[config.mk]
export PLATFORM = sky130hd
export DESIGN_NAME = alu16
export DESIGN_NICKNAME = d
export VERILOG_FILES = /design/src/rtl/alu16_pkg.sv /design/src/rtl/alu16_addsub.sv /design/src/rtl/alu16_shifter.sv /design/src/rtl/alu16.sv
export SDC_FILE = /design/constraint.sdc
export NUM_CORES = 1
export LEC_CHECK = 0
export BUFFER_PORTS_ARGS = -buffer_cell sky130_fd_sc_hd__buf_4
export CAP_MARGIN = 5
export CORE_ASPECT_RATIO = 0.6
export CORE_MARGIN = 2
export CORE_UTILIZATION = 60
export DETAILED_ROUTE_END_ITERATION = 10
export PLACE_DENSITY = 0.95
export SKIP_LAST_GASP = 1
export SYNTH_ARGS = -nofsm -noshare
export SYNTH_HDL_FRONTEND = slang
export SYNTH_SLANG_ARGS = --single-unit
[constraint.sdc]
create_clock -name vclk -period 9.4
set_clock_uncertainty 0.2 [all_clocks]
set_input_delay 0.94 -clock vclk [all_inputs]
set_output_delay 0.94 -clock vclk [all_outputs]
set_load 0.05 [all_outputs]
[src/rtl/alu16_pkg.sv]
package alu16_pkg;
  typedef enum logic [2:0] {
    OP_OR  = 3'b000,
    OP_AND = 3'b001,
    OP_ADD = 3'b010,
    OP_SUB = 3'b011,
    OP_SLL = 3'b100,
    OP_SRL = 3'b101,
    OP_SRA = 3'b110,
    OP_SLT = 3'b111
  } alu_op_e;

  typedef enum logic [1:0] {
    SH_LEFT = 2'd0,
    SH_RLOG = 2'd1,
    SH_RARI = 2'd2
  } shift_mode_e;
endpackage

[src/rtl/alu16_addsub.sv]
module alu16_addsub #(
  parameter int WIDTH = 16
) (
  input  logic [WIDTH-1:0] a,
  input  logic [WIDTH-1:0] b,
  output logic [WIDTH-1:0] sum,
  output logic             carry,
  output logic             sum_ovf,
  output logic [WIDTH-1:0] diff,
  output logic             diff_ovf,
  output logic             less
);
  localparam int MSB = WIDTH - 1;
  logic [WIDTH:0] sum_ext;

  assign sum_ext  = {1'b0, a} + {1'b0, b};
  assign sum      = sum_ext[MSB:0];
  assign carry    = sum_ext[WIDTH];
  assign diff     = a - b;
  // like signs yielding an unlike sign
  assign sum_ovf  = (a[MSB] == b[MSB]) && (sum[MSB] != a[MSB]);
  // unlike signs, result sign departs from minuend
  assign diff_ovf = (a[MSB] != b[MSB]) && (diff[MSB] != a[MSB]);
  // sign of the difference, corrected when it wrapped
  assign less     = diff[MSB] ^ diff_ovf;
endmodule

[src/rtl/alu16_shifter.sv]
module alu16_shifter
  import alu16_pkg::*;
#(
  parameter int WIDTH = 16,
  parameter int SHW   = $clog2(WIDTH)
) (
  input  logic [WIDTH-1:0] din,
  input  logic [SHW-1:0]   amt,
  input  shift_mode_e      mode,
  output logic [WIDTH-1:0] dout
);
  localparam int MSB = WIDTH - 1;
  logic [WIDTH-1:0] stage [0:SHW];
  logic             fill;

  assign fill     = (mode == SH_RARI) && din[MSB];
  assign stage[0] = din;

  for (genvar k = 0; k < SHW; k++) begin : g_stage
    localparam int STEP = 1 << k;
    logic [WIDTH-1:0] moved;
    always_comb begin
      if (mode == SH_LEFT)
        moved = {stage[k][MSB-STEP:0], {STEP{1'b0}}};
      else
        moved = {{STEP{fill}}, stage[k][MSB:STEP]};
    end
    assign stage[k+1] = amt[k] ? moved : stage[k];
  end

  assign dout = stage[SHW];
endmodule

[src/rtl/alu16.sv]
module alu16
  import alu16_pkg::*;
#(
  parameter int WIDTH = 16
) (
  input  logic [WIDTH-1:0] opa,
  input  logic [WIDTH-1:0] opb,
  input  logic [2:0]       op_sel,
  output logic [WIDTH-1:0] result,
  output logic             ovf_unsigned,
  output logic             ovf_signed
);
  localparam int SHW = $clog2(WIDTH);

  alu_op_e          op;
  shift_mode_e      smode;
  logic [WIDTH-1:0] sum, diff, shifted;
  logic             carry, sum_ovf, diff_ovf, less;

  assign op = alu_op_e'(op_sel);

  alu16_addsub #(.WIDTH(WIDTH)) u_addsub (
    .a(opa), .b(opb), .sum(sum), .carry(carry), .sum_ovf(sum_ovf),
    .diff(diff), .diff_ovf(diff_ovf), .less(less)
  );

  always_comb begin
    unique case (op)
      OP_SRL:  smode = SH_RLOG;
      OP_SRA:  smode = SH_RARI;
      default: smode = SH_LEFT;
    endcase
  end

  alu16_shifter #(.WIDTH(WIDTH), .SHW(SHW)) u_shift (
    .din(opa), .amt(opb[SHW-1:0]), .mode(smode), .dout(shifted)
  );

  always_comb begin
    result       = '0;
    ovf_unsigned = 1'b0;
    ovf_signed   = 1'b0;
    unique case (op)
      OP_OR:  result = opa | opb;
      OP_AND: result = opa & opb;
      OP_ADD: begin
        result       = sum;
        ovf_unsigned = carry;
        ovf_signed   = sum_ovf;
      end
      OP_SUB: begin
        result     = diff;
        ovf_signed = diff_ovf;
      end
      OP_SLL, OP_SRL, OP_SRA: result = shifted;
      OP_SLT: result = {{(WIDTH-1){1'b0}}, less};
      default: result = '0;
    endcase
  end
endmodule

## After elaboration in Yosys (flattened, before gate mapping)

Index checks and enable logic that the tools add are counted.

| cells by class | value |
|---|---|
| multiplexer cells | 12 |
| add/subtract/negate cells | 2 |
| eq/ne operators | 12 |
| bitwise logic cells | 3 |
| reductions and logical operators | 6 |

Operators by type and width:

| cell | number |
|---|---|
| $mux 16 | 8 |
| $pmux 16 s6 | 1 |
| $add 16x16->17 | 1 |
| $and 16x16->16 | 1 |
| $or 16x16->16 | 1 |
| $sub 16x16->16 | 1 |
| $eq 3x3->1 const B | 4 |
| $eq 3x2->1 const B | 2 |
| $pmux 2 s2 | 1 |
| $eq 3x1->1 const B | 1 |
| $logic_and 1x1->1 | 3 |
| $logic_not 3->1 | 1 |
| $ne 1x1->1 | 3 |
| $reduce_or 3->1 | 1 |
| $eq 2x2->1 const B | 1 |
| $logic_not 2->1 | 1 |
| $pmux 1 s2 | 1 |
| $eq 1x1->1 | 1 |
| $mux 1 | 1 |
| $xor 1x1->1 | 1 |

| word-level totals | value |
|---|---|
| bits of input ports | 35 |
| register bits after elaboration | 0 |
| output and inout bits | 18 |
| word-level logic and storage cells | 35 |

## Depth between registers and ports, before layout

Gate-level depths: netlist of run 1.

| logic depth | value |
|---|---|
| depth after elaboration | 13 |
| mapped depth | 18 |
| gate-level depth less buffers | 16 |

## By module

A second synthesis of run 1 with hierarchy kept.

| second synthesis, totals | value |
|---|---|
| cell total of the unflattened synthesis | 677 |
| area total of the unflattened synthesis | 4310.4 sq um |

Modules (own cells, without submodules):

| module | area an instance (sq um) | times used | cells an instance | seq. area each (sq um) |
|---|---|---|---|---|
| alu16_addsub | 1739.2 | 1 | 247 | 0.0 |
| alu16_shifter | 1637.8 | 1 | 259 | 0.0 |
| alu16 | 933.4 | 1 | 171 | 0.0 |

## Worst setup path after synthesis of run 1

OpenSTA, ideal clock, no wires.

| timing path | value |
|---|---|
| path kind | input-to-output |
| from | in opb[1] |
| to | out result[0] |
| setup slack | 3.240 ns |
| path buffers | 2 |
| required time | 8.260 ns |
| stages on the path | 18 |
| arrival time | 5.020 ns |
| path through | clkbuf_1 -> inv_1 -> clkbuf_1 -> ha_1 -> nor2_1 -> o311a_1 -> o41ai_1 -> o211ai_1 -> a41oi_1 -> o21bai_1 -> a21oi_1 -> fa_1 -> nand3_1 -> nand3_1 -> o21ai_0 -> inv_1 -> a221oi_1 -> a221oi_1 |

| on the way | value |
|---|---|
| cells in the longest elaborated chain, start to end | 6 |
| elaborated cells on any way between the ends | 10 |
| those cells by class | add/sub (1); eq/ne (1); mux (6); bitwise (1); reduce/logical (1) |

RTL lines:

| element | RTL line | text |
|---|---|---|
| start, declared | alu16.sv:7 | `input logic [WIDTH-1:0] opb,` |
| branches (longest 5 deep; another with $sub 16x16->16) | -- |  |
| $pmux 16 s6 * | alu16.sv:43 | `unique case (op)` |
| end, declared | alu16.sv:9 | `output logic [WIDTH-1:0] result,` |

Mark *: on every way between the ends.

## Final worst setup path of run 1

Ends and elaborated chain as after synthesis.

==> results_dict.tcl, run 1 <==
set metrics [dict create \
    layout.cells.most_common_list "sky130_fd_sc_hd__nor2_1, sky130_fd_sc_hd__buf_4, sky130_fd_sc_hd__inv_1" \
    max-slew-margin-rel 0.346 \
    ctsResizeCount 0 \
    drt_pass1_iterations 7 \
    pwr_density_cell_nw_per_um2 77.0 \
    number_of_pins_exceeding_their_max_slew_limit_in_the_final_report 0 \
    critical_path_arrival_ns 5.10 \
    synth_cell_types 66 \
    hold_path.class "input pin to primary output" \
    dp_slack_ns 3.32 \
    final.period_utilization 0.664 \
    finalNetCount 700 \
    drive_gt1_frac 0.113 \
    synth_top_area_cell "sky130_fd_sc_hd__ha_1" \
    floorplan.io_pins 53 \
    maxCapViolations 0 \
    drt_iter0_drc 899 \
    vdd_drop_max_mv 0.0669 \
    core.rowCount 22 \
    initial_utilization 0.621 \
    setup_viol 0 \
    clock_buffer_count 0 \
    core-area_um2 6080 \
    numSequentialCells 0 \
    grt_pass1_vias 4261 \
    place.port_buffers 53 \
    drc 0 \
    timing_worst_slew_pin_value_ns 0.974 \
    grt_first_pass_wirelength_mm 23.0 \
    postRouteAntennaNets 0 \
    via_total_after_detailed_routing 5015 \
    fmax_ghz 0.160 \
    area_growth_pct 9.48 \
    final_gp_congestion 1.01 \
    die_y_um 65.4 \
    postCtsSetupRepairBufs 0 \
    synthesis.area_um2 3770 \
    cts_hold_repair.buffers 0 \
    route.detailed.vias_per_inst 7.21 \
    synth_cells 597 \
    antenna_found_initial 0 \
    outcome "finished, final reports clean" \
    worstPathMaxFanout 37 \
    yosysSeqAreaShare 0 \
    min_delay_path_depth 3 \
    final.setup.tns_ns 0 \
    fill_cells 533 \
    post_route_worst_setup_slack_ns 3.16 \
    yosys-top-cells-area "sky130_fd_sc_hd__ha_1, sky130_fd_sc_hd__nor2_1, sky130_fd_sc_hd__a21oi_1, sky130_fd_sc_hd__inv_1, sky130_fd_sc_hd__nand2_1" \
    synth_nets 683 \
    detailedPlacementHpwl_mm 11.3 \
    fp.dieW_um 106 \
    synth.avg_cell_area_um2 6.32 \
    grtUsageTotal 0.420 \
    yosys.area.top_type_share 0.159 \
    antennaDiodeCount 0 \
    final_hold_viol_count 0 \
    lkg_pwr_uw 0.00183 \
    critPathRequiredTime_ns 8.26 \
    startpoint_type "input pin" \
    timing.setup.critical_path_class "input pin to primary output" \
    most_common_cell_after_layout_fill_and_taps_aside "sky130_fd_sc_hd__nor2_1" \
    seq_area_um2 0 \
    grt_start_max_net_pins 57 \
    post_drt_wl_per_cell_um 21.5 \
    routed_wl_mm 15.0 \
    overflow 0 \
    synth_warnings 0 \
    fp.dieArea_um2 6960 \
    grt_setup_unrepaired "false" \
    final_period_minus_worst_setup_slack_ns 6.24 \
    worstSetupEndpointType "primary output" \
]
where the power goes:
group	total, uW	switching (uW)	leakage, uW	internal (uW)
combinational	318	209	0.00183	109
sequential	0	0	0	0
clock	0	0	0	0
final timing paths:
kind | end | from | slack, ns
worst max-delay path | result[0] | opb[1] | 3.16
worst min-delay path | ovf_signed | opa[15] | 2.10
layout make-up:
type	instances	area, um^2	area share
inverters	54	203	0.0490
multi-input cells	503	3410	0.826
well taps	84	105	0.0254
repair buffers	55	413	0.0999
per-layer routing:
metal / part of all wire / vias to the layer above / global-route usage
met5: 0 / - / 0
li1: - / 2233 / -
met1: 0.41 / 2270 / 0.622
met3: 0.17 / 44 / 0.120
met4: 0.018 / 0 / 0.0609
met2: 0.40 / 468 / 0.607
cells by family (layout without fill, tap and decap cells):
group,after synthesis,after routing,synth area share
AOI/OAI and AO/OA,236,236,0.424
adders and majority gates,51,51,0.175
muxes,8,8,0.0312
buffers and inverters,94,109,0.0961
xor gates and xnor gates,19,19,0.0441
and+or+nand+nor,189,189,0.230
synthesized netlist by cell type, types with 5 or more instances:
| cell | number |
|---|---|
| sky130_fd_sc_hd__and3_1 | 5 |
| sky130_fd_sc_hd__and2_1 | 7 |
| sky130_fd_sc_hd__o21ai_0 | 29 |
| sky130_fd_sc_hd__a31oi_1 | 15 |
| sky130_fd_sc_hd__o211ai_1 | 10 |
| sky130_fd_sc_hd__buf_1 | 5 |
| sky130_fd_sc_hd__o22ai_1 | 9 |
| sky130_fd_sc_hd__nor2_1 | 69 |
| sky130_fd_sc_hd__nand3_1 | 27 |
| sky130_fd_sc_hd__nor2b_1 | 6 |
| sky130_fd_sc_hd__mux2i_1 | 5 |
| sky130_fd_sc_hd__a22oi_1 | 8 |
| sky130_fd_sc_hd__clkbuf_1 | 29 |
| sky130_fd_sc_hd__nor3_1 | 18 |
| sky130_fd_sc_hd__a221oi_1 | 9 |
| sky130_fd_sc_hd__nand2b_1 | 6 |
| sky130_fd_sc_hd__a211oi_1 | 13 |
| sky130_fd_sc_hd__o21ai_1 | 20 |
| sky130_fd_sc_hd__o21a_1 | 9 |
| sky130_fd_sc_hd__a21o_1 | 9 |
| sky130_fd_sc_hd__ha_1 | 48 |
| sky130_fd_sc_hd__a311oi_1 | 5 |
| sky130_fd_sc_hd__xnor2_1 | 16 |
| sky130_fd_sc_hd__a21oi_1 | 50 |
| sky130_fd_sc_hd__buf_2 | 5 |
| sky130_fd_sc_hd__inv_1 | 51 |
| sky130_fd_sc_hd__o221ai_1 | 5 |
| sky130_fd_sc_hd__nand2_1 | 40 |
per-stage QoR:
step	instance area (um^2)	instances	total power (uW)	hold WS (ns)	util
global placement	4130	696	298	2.09	0.679
finish	4130	696	318	2.10	0.679
detailed placement	4130	696	304	2.10	0.679
global route	4130	696	336	2.11	0.679
CTS	4130	696	305	2.10	0.679
floorplan	3770	597	218	2.13	-
worst max-delay path, stage by stage:
cell	delay [ns]
sky130_fd_sc_hd__buf_4	0.32
sky130_fd_sc_hd__inv_1	0.38
sky130_fd_sc_hd__ha_1	0.42
sky130_fd_sc_hd__nor2_1	0.07
sky130_fd_sc_hd__o311a_1	0.33
sky130_fd_sc_hd__o41ai_1	0.48
sky130_fd_sc_hd__o211ai_1	0.22
sky130_fd_sc_hd__a41oi_1	0.34
sky130_fd_sc_hd__o21bai_1	0.12
sky130_fd_sc_hd__a21oi_1	0.24
sky130_fd_sc_hd__fa_1	0.21
sky130_fd_sc_hd__nand3_1	0.11
sky130_fd_sc_hd__nand3_1	0.12
sky130_fd_sc_hd__o21ai_0	0.12
sky130_fd_sc_hd__inv_1	0.09
sky130_fd_sc_hd__a221oi_1	0.05
sky130_fd_sc_hd__a221oi_1	0.28
sky130_fd_sc_hd__buf_4	0.26
No activity file was read; power rests on OpenSTA's default activity.
==> run 2, diff against run 1 <==
--- a/config.mk
+++ b/config.mk
@@ -9,9 +9,9 @@
 export CAP_MARGIN = 5
 export CORE_ASPECT_RATIO = 0.6
 export CORE_MARGIN = 2
-export CORE_UTILIZATION = 60
+export CORE_UTILIZATION = 56
 export DETAILED_ROUTE_END_ITERATION = 10
-export PLACE_DENSITY = 0.95
+export PLACE_DENSITY = 0.93
 export SKIP_LAST_GASP = 1
 export SYNTH_ARGS = -nofsm -noshare
 export SYNTH_HDL_FRONTEND = slang
==> constraint.sdc (replaced) <==
create_clock -name vclk -period 5.59
set_clock_uncertainty 0.2 [all_clocks]
set_input_delay 0.559 -clock vclk [all_inputs]
set_output_delay 0.559 -clock vclk [all_outputs]
set_load 0.05 [all_outputs]
==> run 2 against run 1 <==
Power increased by 70%. Sequential cell count did not move. Routed wire length down 1.0%. Core utilization decreased by 4.3 points. Critical path depth rose by 1. Clock-buffer cell count stayed put. First-iteration DRC count increased by 14%. Non-clock buffer count is 8 higher. Critical path type unchanged. Critical endpoint unchanged. Highest routed layer unchanged.
==> results_dict.tcl, run 2 (synthesis results as in run 1) <==
set metrics [dict create \
    outcome "finished, final reports clean" \
    worst_setup_endpoint "result[0]" \
    crit_chain "buf_4 > inv_1 > ha_1 > nand2b_1 > o311a_1 > o41ai_1 > buf_4 > o211ai_1 > a41oi_1 > o21bai_1 > a21oi_1 > fa_1 > nand3_1 > nand3_1 > o21ai_0 > inv_1 > a221oi_1 > a221oi_1 > buf_4" \
    most_common_cell_after_layout_fill_and_taps_aside "sky130_fd_sc_hd__nor2_1" \
    critical_path.max_stage_delay_ns 0.50 \
    crit_path_top_delay_cell "sky130_fd_sc_hd__ha_1" \
    pwr_density_cell_nw_per_um2 129 \
    startpoint_type "input pin" \
    place.port_buffers 53 \
    final.setup.tns_ns 0 \
    fraction_of_met2_tracks_used_by_global_routing 0.576 \
    initial_utilization 0.573 \
    antennaDiodeCount 0 \
    layout.cells.most_common_list "sky130_fd_sc_hd__nor2_1, sky130_fd_sc_hd__buf_4, sky130_fd_sc_hd__inv_1" \
    final.period_utilization 0.910 \
    timing.setup.critical_path_class "input pin to primary output" \
    vdd_drop_max_mv 0.0882 \
    grt_setup_unrepaired "false" \
    critical_path_arrival_ns 4.33 \
    worst_hold_startpoint "opa[15]" \
    area_growth_pct 11.2 \
    report.power.total_uw 540 \
    max-slew-margin-rel 0.432 \
    grtUsageTotal 0.389 \
    grt_start_max_net_pins 56 \
    drt_iter0_drc 1027 \
    core-area_um2 6590 \
    overflow 0 \
    via_total_after_detailed_routing 5019 \
    worstSetupEndpointType "primary output" \
    dpl-instance-area_um2 4200 \
    timing_worst_slew_pin_value_ns 0.851 \
    route.detailed.vias_per_inst 7.10 \
    routed_wl_mm 14.8 \
    fmax_ghz 0.197 \
    postCtsSetupRepairBufs 0 \
    numSequentialCells 0 \
    finalNetCount 708 \
    drive_gt1_frac 0.124 \
    antenna_found_initial 0 \
    worst_path_most_repeated_cell "sky130_fd_sc_hd__buf_4" \
    grt_most_used_layer "met2" \
    worstPathMaxFanout 24 \
    floorplan.io_pins 53 \
    post_drt_wl_per_cell_um 21.0 \
    final_period_minus_worst_setup_slack_ns 5.09 \
    fp.dieArea_um2 7440 \
    cts_hold_repair.buffers 0 \
    lkg_pwr_uw 0.00187 \
    number_of_pins_exceeding_their_max_slew_limit_in_the_final_report 0 \
    drt_pass1_iterations 7 \
    ctsResizeCount 0 \
    hold_path.class "input pin to primary output" \
    critPathRequiredTime_ns 4.83 \
    grt_first_pass_wirelength_mm 22.4 \
    utilization 0.637 \
    postLayoutCellArea_um2 4200 \
    critical_path_start "opb[2]" \
    global_route.usage.met1 0.575 \
    fp.dieW_um 110 \
    postRouteAntennaNets 0 \
    setup_viol 0 \
    core.rowCount 23 \
    fill_cells 577 \
    die_y_um 67.6 \
    drc 0 \
    final_gp_congestion 0.999 \
    maxCapViolations 0 \
    min_delay_path_depth 3 \
    detailedPlacementHpwl_mm 11.2 \
    seq_area_um2 0 \
    grt_pass1_vias 4222 \
    grt.met3_usage 0.102 \
    final_hold_viol_count 0 \
    clock_buffer_count 0 \
]
-- run 2: metal layers --
metal	routed length [um]	vias up	part of all wire
li1	-	2256	-
met1	6100	2270	0.41
met2	5960	453	0.40
met3	2580	40	0.17
met4	189	0	0.013
met5	0	-	0
-- run 2: critical path: cells and delay by family --
kind	cells	cell delay [ns]
AND/OR/NAND/NOR	3	0.31
adder cells (fa/ha/maj)	2	0.72
AO/OA/AOI/OAI	9	1.69
buffers and inverters	5	1.02
-- run 2: worst min path at each step --
stage,slack [ns],to
2_1_floorplan,1.36,result[11]
3_5_place_dp,1.34,ovf_signed
5_1_grt,1.36,ovf_signed
3_3_place_gp,1.33,ovf_signed
4_1_cts,1.35,ovf_signed
6_report,1.34,ovf_signed
-- run 2: final cells by class --
type	instances	area [um^2]	share of cell area
Tap cell	87	109	0.0259
Multi-Input combinational cell	503	3410	0.813
Timing Repair Buffer	63	473	0.113
Inverter	54	203	0.0483
-- run 2: power by group --
group,leakage (uW),internal (uW),switching [uW]
registers,0,0,0
clock network,0,0,0
logic,0.00187,189,351
-- run 2: metrics by stage --
stage               std cells  hold WS, ns  setup WS [ns]
floorplan                 597         1.36          0.192
global placement          707         1.33          0.736
detailed placement        707         1.34          0.654
CTS                       707         1.35          0.642
global route              707         1.36          0.295
finish                    707         1.34          0.503
==> run 3, diff against run 2 <==
--- a/config.mk
+++ b/config.mk
@@ -6,13 +6,14 @@
 export NUM_CORES = 1
 export LEC_CHECK = 0
 export BUFFER_PORTS_ARGS = -buffer_cell sky130_fd_sc_hd__buf_4
-export CAP_MARGIN = 5
+export CAP_MARGIN = 20
 export CORE_ASPECT_RATIO = 0.6
 export CORE_MARGIN = 2
-export CORE_UTILIZATION = 56
+export CORE_UTILIZATION = 57
 export DETAILED_ROUTE_END_ITERATION = 10
-export PLACE_DENSITY = 0.93
+export PLACE_DENSITY = 0.94
 export SKIP_LAST_GASP = 1
 export SYNTH_ARGS = -nofsm -noshare
 export SYNTH_HDL_FRONTEND = slang
+export SYNTH_HIERARCHICAL = 1
 export SYNTH_SLANG_ARGS = --single-unit
==> run 3 against run 2 <==
Die area increased by 12%. Combinational power grew 7.6%. Non-clock buffer count fell by 4. Synthesized cell count is 13% higher. Core utilization down 0.29 points. Critical path type unchanged. Largest cell class unchanged.
==> results_dict.tcl, run 3 <==
set metrics [dict create \
    post_drt_wl_per_cell_um 20.8 \
    synth.top_cells.by_count "sky130_fd_sc_hd__nand2_1, sky130_fd_sc_hd__a21oi_1, sky130_fd_sc_hd__o21ai_0" \
    routed_wl_mm 16.4 \
    synth_simple_gate_area_frac 0.338 \
    yosys-top-cells-area "sky130_fd_sc_hd__ha_1, sky130_fd_sc_hd__nand2_1, sky130_fd_sc_hd__a21oi_1, sky130_fd_sc_hd__o21ai_0, sky130_fd_sc_hd__o211ai_1" \
    fmax_ghz 0.205 \
    worstPathMaxFanout 52 \
    route.detailed.vias_per_inst 7.08 \
    cts_hold_repair.buffers 0 \
    antenna_found_initial 0 \
    finalNetCount 755 \
    lkg_pwr_uw 0.00187 \
    most_common_cell_after_layout_fill_and_taps_aside "sky130_fd_sc_hd__nand2_1" \
    numSequentialCells 0 \
    final.period_utilization 0.872 \
    drc 0 \
    vdd_drop_max_mv 0.106 \
    layout.cells.most_common_list "sky130_fd_sc_hd__nand2_1, sky130_fd_sc_hd__buf_4, sky130_fd_sc_hd__a21oi_1" \
    muxShareOfSynthArea 0.0508 \
    detailedPlacementHpwl_mm 12.3 \
    grt_start_max_net_pins 57 \
    cp_top_family "compound AO/OA/AOI/OAI gates" \
    yosys.cell_count.top_type "sky130_fd_sc_hd__nand2_1" \
    final_period_minus_worst_setup_slack_ns 4.87 \
    dp_slack_ns 0.786 \
    worstSetupEndpointType "primary output" \
    grt_pass1_vias 4667 \
    number_of_pins_exceeding_their_max_slew_limit_in_the_final_report 0 \
    fill_cells 688 \
    die_y_um 71.4 \
    fp.dieArea_um2 8300 \
    worst_hold_startpoint "opb[9]" \
    postCtsSetupRepairBufs 0 \
    synth.avg_cell_area_um2 6.37 \
    grt_first_pass_wirelength_mm 25.0 \
    overflow 0 \
    post_route_worst_setup_slack_ns 0.718 \
    pwr_density_cell_nw_per_um2 126 \
    hold_path.class "input pin to primary output" \
    initial_utilization 0.591 \
    final_gp_congestion 1.04 \
    postRouteAntennaNets 0 \
    synth_nets 746 \
    timing_worst_slew_pin_value_ns 0.993 \
    synth-adder-area-share 0.104 \
    core-area_um2 7300 \
    place.port_buffers 53 \
    wp_buf_inv 3 \
    timing.setup.critical_path_class "input pin to primary output" \
    yosysSeqAreaShare 0 \
    synth_cells 677 \
    synth_compound_area_frac 0.370 \
    final.setup.tns_ns 0 \
    crit_path_top_delay_cell "sky130_fd_sc_hd__fa_1" \
    max-slew-margin-rel 0.338 \
    maxCapViolations 0 \
    final_hold_viol_count 0 \
    finalHoldWorstSlack_ns 1.38 \
    startpoint_type "input pin" \
    min_delay_path_depth 4 \
    antennaDiodeCount 0 \
    fp.dieW_um 116 \
    floorplan.io_pins 53 \
    post_synth_xor_xnor_area 0.0427 \
    drt_pass1_iterations 6 \
    ctsResizeCount 0 \
    synth_warnings 6 \
    drive_gt1_frac 0.133 \
    utilization 0.634 \
    via_total_after_detailed_routing 5576 \
    grt_setup_unrepaired "false" \
    clock_buffer_count 0 \
    timing.hold.worst_endpoint "result[9]" \
    setup_viol 0 \
    yosys.area.top_type_share 0.0900 \
    synth_top_area_cell "sky130_fd_sc_hd__ha_1" \
    seq_area_um2 0 \
    synth_cell_types 82 \
    crit_chain "buf_4 > inv_1 > ha_1 > nor2b_1 > o21a_1 > o21a_1 > o21ai_2 > o221ai_1 > o31ai_1 > fa_1 > xnor2_1 > and2_1 > mux2_2 > and3_1 > buf_4" \
    synth_top_family_by_area "compound AO/OA/AOI/OAI gates" \
    critPathRequiredTime_ns 4.83 \
    synthesis.area_um2 4310 \
    critical_path_arrival_ns 4.11 \
    critical_path.max_stage_delay_ns 0.49 \
    area_growth_pct 7.32 \
    grtUsageTotal 0.380 \
    drt_iter0_drc 999 \
    report.power.total_uw 581 \
    core.rowCount 24 \
    outcome "finished, final reports clean" \
]
run 3: final cells by class:
class	count	area [um^2]	share of cell area
Inverter	39	146	0.0316
Multi-Input combinational cell	586	3910	0.844
Tap cell	104	130	0.0281
Timing Repair Buffer	59	443	0.0958
run 3: power breakdown:
part / total, uW / internal (uW) / switching [uW] / leakage (uW)
Combinational: 581 / 205 / 377 / 0.00187
Sequential: 0 / 0 / 0 / 0
Clock: 0 / 0 / 0 / 0
run 3: cell families (layout without fill, tap and decap cells):
family | Yosys count | count (layout)
adders and majority gates | 34 | 34
xor gates and xnor gates | 21 | 21
and+or+nand+nor | 276 | 276
buffers and inverters | 91 | 98
muxes | 16 | 16
AOI/OAI and AO/OA | 239 | 239
run 3: stage by stage:
step | cell area (um^2) | std cells
3_5_place_dp | 4630 | 788
3_3_place_gp | 4630 | 788
5_1_grt | 4630 | 788
2_1_floorplan | 4310 | 677
4_1_cts | 4630 | 788
6_report | 4630 | 788
run 3: how the worst max path moves through the flow:
stage / cells after the start / end / from
after global routing: 15 / ovf_signed / opb[1]
after CTS: 15 / ovf_signed / opb[1]
after floorplan: 14 / result[15] / opb[1]
after detailed placement: 15 / ovf_signed / opb[1]
after global placement: 15 / ovf_signed / opb[1]
final: 15 / ovf_signed / opb[1]
run 3: tightest hold or removal path: cells and delay by family:
family                 cells  cell delay, ns
buffers and inverters      2            0.30
AOI/OAI and AO/OA          1            0.11
and+or+nand+nor            1            0.05
run 3: metal layers:
layer / vias up / part of all wire / track usage
li1: 2515 / - / -
met1: 2587 / 0.43 / 0.594
met2: 433 / 0.38 / 0.510
met3: 41 / 0.18 / 0.118
met4: 0 / 0.016 / 0.0489
met5: - / 0 / 0
